$ cat config.mk
export PLATFORM = sky130hd
export DESIGN_NAME = sysctl_irq_status
export DESIGN_NICKNAME = d
export VERILOG_FILES = /design/src/rtl/sc_irq_pkg.sv /design/src/rtl/sc_irq_edge.sv /design/src/rtl/sc_irq_cell.sv /design/src/rtl/sc_irq_regfile.sv /design/src/rtl/sysctl_irq_status.sv
export SDC_FILE = /design/constraint.sdc
export NUM_CORES = 1
export LEC_CHECK = 0
export ABC_AREA = 1
export ABC_CLOCK_PERIOD_IN_PS = 1400
export CAP_MARGIN = 40
export CORE_MARGIN = 2
export CORE_UTILIZATION = 31
export DETAILED_ROUTE_END_ITERATION = 10
export HOLD_SLACK_MARGIN = 0.1
export PLACE_DENSITY = 0.81
export SYNTH_ARGS = -nofsm -noshare
export SYNTH_HDL_FRONTEND = slang
export SYNTH_SLANG_ARGS = --single-unit
export TNS_END_PERCENT = 10
$ cat constraint.sdc
create_clock -name clk -period 1.4 [get_ports clk]
set_input_delay 0.28 -clock clk [delete_from_list [all_inputs] [get_ports clk]]
set_output_delay 0.28 -clock clk [all_outputs]
set_load 0.01 [all_outputs]
$ cat src/rtl/sc_irq_pkg.sv
package sc_irq_pkg;

    // Number of event sources handled by the block
    localparam int NUM_SRC = 2;

    // Byte offsets of the three registers
    localparam int OFS_RAW  = 'h050;
    localparam int OFS_MASK = 'h054;
    localparam int OFS_STAT = 'h058;

    // Per-source state
    typedef enum logic [1:0] {
        ST_IDLE = 2'd0,
        ST_RAW  = 2'd1,
        ST_PEND = 2'd2
    } src_state_e;

    // Register bit position that carries source idx (0: PLL ready, 1: brown-out)
    function automatic int src_bit(input int idx);
        return (idx == 0) ? 6 : 1;
    endfunction

endpackage

$ cat src/rtl/sc_irq_edge.sv
module sc_irq_edge #(
    parameter int W = 2
) (
    input  logic         clk,
    input  logic         rst_n,
    input  logic [W-1:0] evt_i,
    output logic [W-1:0] rise_o
);

    logic [W-1:0] prev_q;

    always_ff @(posedge clk) begin
        if (!rst_n) prev_q <= '0;
        else        prev_q <= evt_i;
    end

    assign rise_o = evt_i & ~prev_q;

endmodule

$ cat src/rtl/sc_irq_cell.sv
module sc_irq_cell
    import sc_irq_pkg::*;
(
    input  logic clk,
    input  logic rst_n,
    input  logic evt_rise,
    input  logic sw_clr,
    input  logic mask_en,
    output logic raw_o,
    output logic mis_o
);

    src_state_e st_q, st_nx;

    // State register
    always_ff @(posedge clk) begin
        if (!rst_n) st_q <= ST_IDLE;
        else        st_q <= st_nx;
    end

    // Next state: an event edge always wins over a software clear
    always_comb begin
        st_nx = st_q;
        unique case (st_q)
            ST_IDLE: begin
                if (evt_rise) st_nx = ST_RAW;
            end
            ST_RAW: begin
                if (sw_clr)       st_nx = evt_rise ? ST_RAW : ST_IDLE;
                else if (mask_en) st_nx = ST_PEND;
            end
            ST_PEND: begin
                if (sw_clr) st_nx = evt_rise ? ST_RAW : ST_IDLE;
            end
            default: st_nx = ST_IDLE;
        endcase
    end

    // Outputs
    always_comb begin
        raw_o = (st_q != ST_IDLE);
        mis_o = (st_q == ST_PEND);
    end

    AST_EDGE_SETS_RAW: assert property (@(posedge clk) disable iff (!rst_n)
        evt_rise |=> raw_o);
    AST_CLEAR_DROPS_BOTH: assert property (@(posedge clk) disable iff (!rst_n)
        (sw_clr && !evt_rise) |=> (!raw_o && !mis_o));
    AST_MIS_STICKY: assert property (@(posedge clk) disable iff (!rst_n)
        (mis_o && !sw_clr) |=> mis_o);
    AST_MIS_LATCHES: assert property (@(posedge clk) disable iff (!rst_n)
        (raw_o && mask_en && !sw_clr) |=> mis_o);

endmodule

$ cat src/rtl/sc_irq_regfile.sv
module sc_irq_regfile
    import sc_irq_pkg::*;
#(
    parameter int ADDR_W = 12,
    parameter int DATA_W = 32
) (
    input  logic               clk,
    input  logic               rst_n,
    input  logic [ADDR_W-1:0]  bus_addr,
    input  logic               bus_wr,
    input  logic [DATA_W-1:0]  bus_wdata,
    input  logic               bus_rd,
    input  logic [NUM_SRC-1:0] raw_vec,
    input  logic [NUM_SRC-1:0] mis_vec,
    output logic [NUM_SRC-1:0] mask_vec,
    output logic [NUM_SRC-1:0] clr_vec,
    output logic [DATA_W-1:0]  bus_rdata
);

    localparam logic [ADDR_W-1:0] A_RAW  = ADDR_W'(OFS_RAW);
    localparam logic [ADDR_W-1:0] A_MASK = ADDR_W'(OFS_MASK);
    localparam logic [ADDR_W-1:0] A_STAT = ADDR_W'(OFS_STAT);

    logic              aligned, hit_raw, hit_mask, hit_stat, hit_any;
    logic [NUM_SRC-1:0] mask_q;
    logic [DATA_W-1:0]  raw_w, mask_w, stat_w, rd_val;
    logic               wdata_unused;

    assign aligned  = (bus_addr[1:0] == 2'b00);
    assign hit_raw  = aligned && (bus_addr == A_RAW);
    assign hit_mask = aligned && (bus_addr == A_MASK);
    assign hit_stat = aligned && (bus_addr == A_STAT);
    assign hit_any  = hit_raw || hit_mask || hit_stat;
    assign wdata_unused = ^bus_wdata;

    // Mask register and clear strobes, one bit per source
    always_ff @(posedge clk) begin
        if (!rst_n) begin
            mask_q <= '0;
        end else if (bus_wr && hit_mask) begin
            for (int i = 0; i < NUM_SRC; i++) mask_q[i] <= bus_wdata[src_bit(i)];
        end
    end

    always_comb begin
        for (int i = 0; i < NUM_SRC; i++)
            clr_vec[i] = bus_wr && hit_stat && bus_wdata[src_bit(i)];
    end

    assign mask_vec = mask_q;

    // Word assembly: only the implemented positions carry state
    always_comb begin
        raw_w  = '0;
        mask_w = '0;
        stat_w = '0;
        for (int i = 0; i < NUM_SRC; i++) begin
            raw_w[src_bit(i)]  = raw_vec[i];
            mask_w[src_bit(i)] = mask_q[i];
            stat_w[src_bit(i)] = mis_vec[i];
        end
    end

    always_comb begin
        rd_val = '0;
        if (hit_raw)       rd_val = raw_w;
        else if (hit_mask) rd_val = mask_w;
        else if (hit_stat) rd_val = stat_w;
    end

    always_ff @(posedge clk) begin
        if (!rst_n)      bus_rdata <= '0;
        else if (bus_rd) bus_rdata <= rd_val;
        else             bus_rdata <= '0;
    end

    AST_IDLE_READ_ZERO: assert property (@(posedge clk) disable iff (!rst_n)
        !bus_rd |=> (bus_rdata == '0));
    AST_UNMAPPED_READ_ZERO: assert property (@(posedge clk) disable iff (!rst_n)
        (bus_rd && !hit_any) |=> (bus_rdata == '0));
    AST_MASK_WRITE_TAKES: assert property (@(posedge clk) disable iff (!rst_n)
        (bus_wr && hit_mask) |=> (mask_q[0] == $past(bus_wdata[src_bit(0)])));

endmodule

$ cat src/rtl/sysctl_irq_status.sv
module sysctl_irq_status
    import sc_irq_pkg::*;
#(
    parameter int ADDR_W = 12,
    parameter int DATA_W = 32
) (
    input  logic              clk,
    input  logic              rst_n,
    input  logic              evt_pll_ready,
    input  logic              evt_brownout,
    input  logic [ADDR_W-1:0] bus_addr,
    input  logic              bus_wr,
    input  logic [DATA_W-1:0] bus_wdata,
    input  logic              bus_rd,
    output logic [DATA_W-1:0] bus_rdata,
    output logic              irq
);

    logic [NUM_SRC-1:0] evt_vec, rise_vec, raw_vec, mis_vec, mask_vec, clr_vec;

    // Source index 0 is the PLL-ready event, index 1 the brown-out event
    assign evt_vec = {evt_brownout, evt_pll_ready};

    sc_irq_edge #(.W(NUM_SRC)) u_edge (
        .clk    (clk),
        .rst_n  (rst_n),
        .evt_i  (evt_vec),
        .rise_o (rise_vec)
    );

    for (genvar g = 0; g < NUM_SRC; g++) begin : g_src
        sc_irq_cell u_cell (
            .clk      (clk),
            .rst_n    (rst_n),
            .evt_rise (rise_vec[g]),
            .sw_clr   (clr_vec[g]),
            .mask_en  (mask_vec[g]),
            .raw_o    (raw_vec[g]),
            .mis_o    (mis_vec[g])
        );
    end

    sc_irq_regfile #(.ADDR_W(ADDR_W), .DATA_W(DATA_W)) u_regs (
        .clk       (clk),
        .rst_n     (rst_n),
        .bus_addr  (bus_addr),
        .bus_wr    (bus_wr),
        .bus_wdata (bus_wdata),
        .bus_rd    (bus_rd),
        .raw_vec   (raw_vec),
        .mis_vec   (mis_vec),
        .mask_vec  (mask_vec),
        .clr_vec   (clr_vec),
        .bus_rdata (bus_rdata)
    );

    // Interrupt line: registered OR of the latched masked bits
    always_ff @(posedge clk) begin
        if (!rst_n) irq <= 1'b0;
        else        irq <= |mis_vec;
    end

    AST_IRQ_RISES: assert property (@(posedge clk) disable iff (!rst_n)
        (|mis_vec) |=> irq);
    AST_IRQ_FALLS: assert property (@(posedge clk) disable iff (!rst_n)
        !(|mis_vec) |=> !irq);

endmodule

After elaboration in Yosys (flattened, before gate mapping)
Index checks and enable logic that the tools add are counted.
{"block": "op_classes", "bitwise": 4, "n_eq_ne": 13, "muxes": 15, "reduce_logical": 17}
{"op": "equality test 12 x 7 -> 1 bit (second input constant)", "n": 3}
{"op": "2-to-1 mux 7 bit", "n": 3}
{"op": "2-to-1 mux 2 bit", "n": 8}
{"op": "one-hot mux 2 bit (3 select lines)", "n": 2}
{"op": "logical AND 1 bit", "n": 7}
{"op": "logical NOT 2 bit", "n": 3}
{"op": "inequality test 3 x 1 -> 1 bit (second input constant)", "n": 2}
{"op": "AND reduction 3 bit", "n": 2}
{"op": "equality test 2 x 1 -> 1 bit (second input constant)", "n": 2}
{"op": "equality test 2 bit (second input constant)", "n": 2}
{"op": "inequality test 2 x 1 -> 1 bit (second input constant)", "n": 2}
{"op": "inequality test 2 bit (second input constant)", "n": 2}
{"op": "nonzero test 2 bit", "n": 2}
{"op": "OR reduction 4 bit", "n": 1}
{"op": "bitwise AND 2 bit", "n": 1}
{"op": "2-to-1 mux 1 bit", "n": 2}
{"op": "inverter 1 bit", "n": 2}
{"op": "inverter 2 bit", "n": 1}
{"op": "AND reduction 2 bit", "n": 1}
{"op": "OR reduction 2 bit", "n": 1}
{"block": "word_totals", "output_inout_bits": 33, "regBits": 41, "input_bits": 50, "elab_cells": 56}

Logic depth before layout (Yosys ltp)
{"block": "depth", "ltp_word": 6, "ltp_mapped": 9, "depth_no_buf": 9}

Modules after synthesis
Synthesis repeated with hierarchy kept, for this count alone.
{"block": "hier_totals", "cells_unflattened": 156, "area_unflattened_um2": 964.7}
{"module": "sc_irq_regfile", "area_per_inst_um2": 580.6, "cells_per_inst": 90, "seq_area_each_um2": 80.1, "n_inst": 1}
{"module": "sc_irq_cell", "area_per_inst_um2": 138.9, "cells_per_inst": 26, "seq_area_each_um2": 40.0, "n_inst": 2}
{"module": "sc_irq_edge", "area_per_inst_um2": 75.1, "cells_per_inst": 10, "seq_area_each_um2": 40.0, "n_inst": 1}
{"module": "sysctl_irq_status", "area_per_inst_um2": 31.3, "cells_per_inst": 4, "seq_area_each_um2": 20.0, "n_inst": 1}

Least setup slack after synthesis
OpenSTA, ideal clock, no wires.
{"block": "synth_timing", "path_kind": "input port to flip-flop", "from": "input bus_addr[1]", "to": "register g_src[1].u_cell.st_q[0]", "setup_slack_ps": 214, "t_arrival_ps": 1073, "cell_stages": 8, "setup_time_ps": 112, "path_buffers": 0, "required_time_ps": 1288, "cell_sequence": "nor2_2 -> nand3_4 -> nor2_8 -> nand3_4 -> nand2_4 -> nand3_2 -> nor2_1 -> nor2_1"}
{"block": "synth_between", "elab_chain_cells": 6, "word_cells_on_any_way": 10}
{"item": "from (decl)", "line": "sysctl_irq_status.sv:11", "rtl": "input logic [ADDR_W-1:0] bus_addr,"}
{"item": "equality test 12 x 7 -> 1 bit or logical NOT 2 bit (tied branches)", "line": "sc_irq_regfile.sv:32, sc_irq_regfile.sv:29"}
{"item": "logical AND 1 bit *", "line": "sc_irq_regfile.sv:32", "rtl": "assign hit_stat = aligned && (bus_addr == A_STAT);"}
{"item": "logical AND 1 bit * (2 in series)", "line": "sc_irq_regfile.sv:47", "rtl": "clr_vec[i] = bus_wr && hit_stat && bus_wdata[src_bit(i)];"}
{"item": "inequality test 3 x 1 -> 1 bit (no source line), or another cell as far along"}
{"item": "AND reduction 3 bit (no source line) or one-hot mux 2 bit (3 select lines) (tied branches)"}
{"item": "to (signal assigned)", "line": "sc_irq_cell.sv:18", "rtl": "else st_q <= st_nx;"}
{"item": "to (decl)", "line": "sc_irq_cell.sv:13", "rtl": "src_state_e st_q, st_nx;"}
Mark *: on every way between the ends. The rest lies on a longest branch, timed or not.
A chain may end at the register's enable or synchronous reset.

Final worst setup path
{"block": "layout_timing", "from": "input bus_addr[6]", "to": "register g_src[1].u_cell.st_q[0]"}
{"block": "layout_between", "elab_chain_cells": 6, "word_cells_on_any_way": 9}
{"item": "equality test 12 x 7 -> 1 bit *", "line": "sc_irq_regfile.sv:32"}
{"item": "logical AND 1 bit *", "line": "sc_irq_regfile.sv:32"}
{"item": "logical AND 1 bit * (2 in series)", "line": "sc_irq_regfile.sv:47"}
{"item": "inequality test 3 x 1 -> 1 bit (no source line), or another cell as far along"}
{"item": "AND reduction 3 bit (no source line) or one-hot mux 2 bit (3 select lines) (tied branches)"}
Marks and branches as above.

==> qor_table.md <==
| Item | This run | Unit |
| --- | --- | --- |
| Layout cells sized above 1 | 0.203 | - |
| Post-synthesis average cell area | 7.30 | um^2 |
| Area used by sequential logic in the layout | 220 | um^2 |
| Post-synthesis cell area | 920 | um^2 |
| Sink count of the clock tree | 11 | - |
| Switching Fraction | 0.372 | - |
| Clock Tree Buf Depth | 2 | - |
| Antenna violations before repair | 0 | - |
| Number of buffers created by CTS | 3 | - |
| Worst reg2reg path depth | 6 | - |
| Number of antenna-violating nets in the routed design | 0 | - |
| Startpoint type of the worst setup path | primary input | - |
| Final clock skew | 0.00796 | ns |
| Vias in the first global route | 635 | - |
| Data required time at the worst endpoint | 1.58 | ns |
| Cell with the most instances after synthesis | sky130_fd_sc_hd__buf_4 | - |
| Post-CTS setup repair buffer count | 0 | - |
| Final hold violation count | 0 | - |
| Post-synthesis sequential element count | 11 | - |
| First-pass iteration count of the detailed router | 4 | - |
| Port Buffer Count | 22 | - |
| Drt total wl | 1650 | um |
| Worst min-delay path category | register to register | - |
| Multi-input gate area | 551 | um^2 |
| Data arrival time at the worst-slack endpoint | 1.55 | ns |
| Number of slew-limit violations in the final report | 0 | - |
| Outcome | finished, final reports clean | - |
| Leading post-synthesis cells by cell area | sky130_fd_sc_hd__buf_4 24%, sky130_fd_sc_hd__dfxtp_1 24%, sky130_fd_sc_hd__nand2_1 6.5% | - |
| Ys Warns | 0 | - |
| Drc violations | 0 | - |
| Setup Slack @ Placement | -0.300 | ns |
| Global route total overflow | 0 | - |
| Minimum hold slack | 0.500 | ns |
| Rows | 19 | - |
| Avg WL per Cell | 8.74 | um |
| Setup violation total in the final timing report | 0 | - |
| CTS tree | done | - |
| Die Wd | 58.5 | um |
| Post-layout power | 0.00108 | W |
| Count of filler cells inserted in the layout | 289 | - |
| Post-route fraction of the period consumed by the critical path | 0.982 | - |
| Number of synthesized flops with an enable pin | 0 | - |
| Final min period | 1.37 | ns |
| Hold_sp | u_regs.mask_vec[0] | - |
| Maximum net fanout on the critical path | 5 | - |
| Synth area leader | sky130_fd_sc_hd__buf_4 | - |
| Post-synthesis sequential area ratio | 0.239 | - |
| Placed wire-length estimate | 1400 | um |
| Number of instances in the synthesized netlist | 126 | - |
| Main synth FF type | sky130_fd_sc_hd__dfxtp_1 | - |
| Clock input transition at the sequential cells of the worst setup and hold paths | 0.07 | ns |
| Global router's overall resource usage | 0.0984 | - |
| Sw power | 0.000403 | W |
| Number of antenna repair diodes | 0 | - |
| Source-to-sink clock delay at the later pin of the worst-skew pair | 0.27 | ns |
| Die area | 3420 | um^2 |
| Area growth syn-to-layout | 30.9 | % |
| Distinct cell type count after synthesis | 23 | - |
| End point of the most critical hold path | u_regs.mask_vec[0] | - |
| Ports placed on the boundary | 83 | - |
| Share of power burned in registers | 0.350 | - |
| First-pass GRT wire length | 2550 | um |
| Number of violations reported at the end of detailed-routing iteration 0 | 7 | - |
| Top cell type's share of synthesized area | 0.245 | - |
| Share of flip-flops with an asynchronous set or reset after synthesis | 0 | - |
| Unrepaired setup endpoints after global routing | true | - |
| Most frequent cells after synthesis | 30 x sky130_fd_sc_hd__buf_4, 16 x sky130_fd_sc_hd__nand2_1, 14 x sky130_fd_sc_hd__nor2_1 | - |
| Worst Hold Path Cells | 2 | - |
| Maximum number of pins on one net before global-route repair | 7 | - |
| Effective utilization at floorplan | 0.331 | - |
| Power per unit of standard cell area | 900 | nW/um^2 |
| Capture point of the worst reg-to-reg path | g_src[1].u_cell.st_q[1] | - |
| Power share of the clock group | 0.201 | - |
| Library cell used as clock root buffer | sky130_fd_sc_hd__clkbuf_4 | - |
| Part of the total power dissipated in combinational logic | 0.449 | - |
| Vertical extent of the die | 58.5 | um |
| IR drop worst, VDD | 623 | uV |
| Standard cell core area | 2780 | um^2 |
| Internal reg-to-reg setup slack | 0.29 | ns |
| Total number of H-tree levels | 1 | - |
| Setup WS post-layout | 0.0258 | ns |
| Startpoint of the worst register-to-register path | g_src[1].u_cell.st_q[1] | - |
| Crit Path Class | primary input to register | - |
| Routed vias | 774 | - |
| CTS Hold Bufs | 0 | - |
| Routed vias/inst | 4.10 | - |
| Gp weighted congestion | 0.796 | - |
| Maximum clock frequency | 728 | MHz |
| Internal power | 0.000681 | W |
| Total of max-cap violations | 0 | - |
| Leakage power | 0.686 | nW |
| Crit end category | register | - |
| Final net count | 209 | - |
routing by layer:
layer / vias to the layer above / routed length (um) / share of wire / GRT usage
li1: 403 / - / - / -
met4: 0 / 8 / 0.0048 / 0.0399
met3: 2 / 155 / 0.094 / 0.0418
met1: 340 / 631 / 0.38 / 0.102
met5: - / 0 / 0 / 0
met2: 29 / 855 / 0.52 / 0.173
layout by cell type (no fill, tap or decap), drive strengths merged:
| cell type | n |
|---|---|
| nand3 | 13 |
| dfxtp | 11 |
| o21a | 1 |
| nand2 | 17 |
| clkbuf | 4 |
| nor4 | 1 |
| conb | 30 |
| nand4 | 3 |
| clkdlybuf4s50 | 8 |
| nor2 | 20 |
| a21oi | 7 |
| o21ai | 4 |
| inv | 15 |
| a21boi | 1 |
| nor3 | 1 |
| buf | 8 |
| dlymetal6s2s | 13 |
| dlygate4sd2 | 1 |
power by group through the flow:
stage          clock network, W  registers [W]  logic, W
2_1_floorplan                 0       0.000384  0.000336
3_3_place_gp                  0       0.000385  0.000443
3_5_place_dp                  0       0.000387  0.000451
4_1_cts                0.000230       0.000379  0.000449
5_1_grt                0.000249       0.000388  0.000538
6_report               0.000218       0.000379  0.000486
how the worst max path moves through the flow:
stage                            start                       to  slack, ns  cells past startpoint
after floorplan            bus_addr[1]  g_src[1].u_cell.st_q[0]       0.21                      8
after global placement     bus_addr[3]  g_src[0].u_cell.st_q[0]      -0.29                     10
after detailed placement  bus_addr[11]  g_src[1].u_cell.st_q[0]      -0.30                      9
after CTS                  bus_addr[3]  g_src[1].u_cell.st_q[0]     -0.002                     10
after global routing       bus_addr[6]  g_src[1].u_cell.st_q[0]      -0.05                     10
final                      bus_addr[6]  g_src[1].u_cell.st_q[0]       0.03                     10
state kept, by name, summed over array words and instances (netlist names):
signal / flops
u_regs.mask_vec: 2
irq: 1
u_edge.prev_q: 2
u_regs.bus_rdata: 2
g_src.u_cell.st_q: 4
worst max-delay path, cell delays in order:
cell and delay, ns:
sky130_fd_sc_hd__clkdlybuf4s50_1 0.45, sky130_fd_sc_hd__nand2_1 0.05, sky130_fd_sc_hd__inv_2 0.07, sky130_fd_sc_hd__nand3_4 0.08, sky130_fd_sc_hd__nor2_8 0.18, sky130_fd_sc_hd__nand3_4 0.11, sky130_fd_sc_hd__nand3_2 0.10, sky130_fd_sc_hd__nand3_4 0.08
sky130_fd_sc_hd__nor2_2 0.11, sky130_fd_sc_hd__nor2_1 0.04
what timing repair did:
item                                    in CTS  in global routing
pin swaps                                    0                 11
endpoints found under the setup margin       2                  9
gates resized for setup                      1                 21
logic make-up (layout without fill, tap and decap cells):
kind of cell,count (synthesis),after routing,share of synthesized area
buf+inv,46,49,0.310
simple gates,55,55,0.366
other cells,1,30,0.00408
compound gates,13,13,0.0803
flops,11,11,0.239
per-stage QoR:
step / area, um^2 / cells / util / setup TNS [ns]
3_3_place_gp: 1120 / 185 / 0.402 / -1.83
2_1_floorplan: 1030 / 155 / - / 0
3_5_place_dp: 1120 / 185 / 0.402 / -2.06
5_1_grt: 1200 / 189 / 0.433 / -0.160
6_report: 1200 / 189 / 0.433 / 0
4_1_cts: 1140 / 189 / 0.411 / -0.00178
final cells by class:
type,instances,share of cell area
clock buffer,4,0.0218
inverter,15,0.0468
multi-input combinational,98,0.457
sequential,11,0.183
tap,31,0.0322
timing repair buffer,30,0.259
No activity file was read; power rests on OpenSTA's default activity.
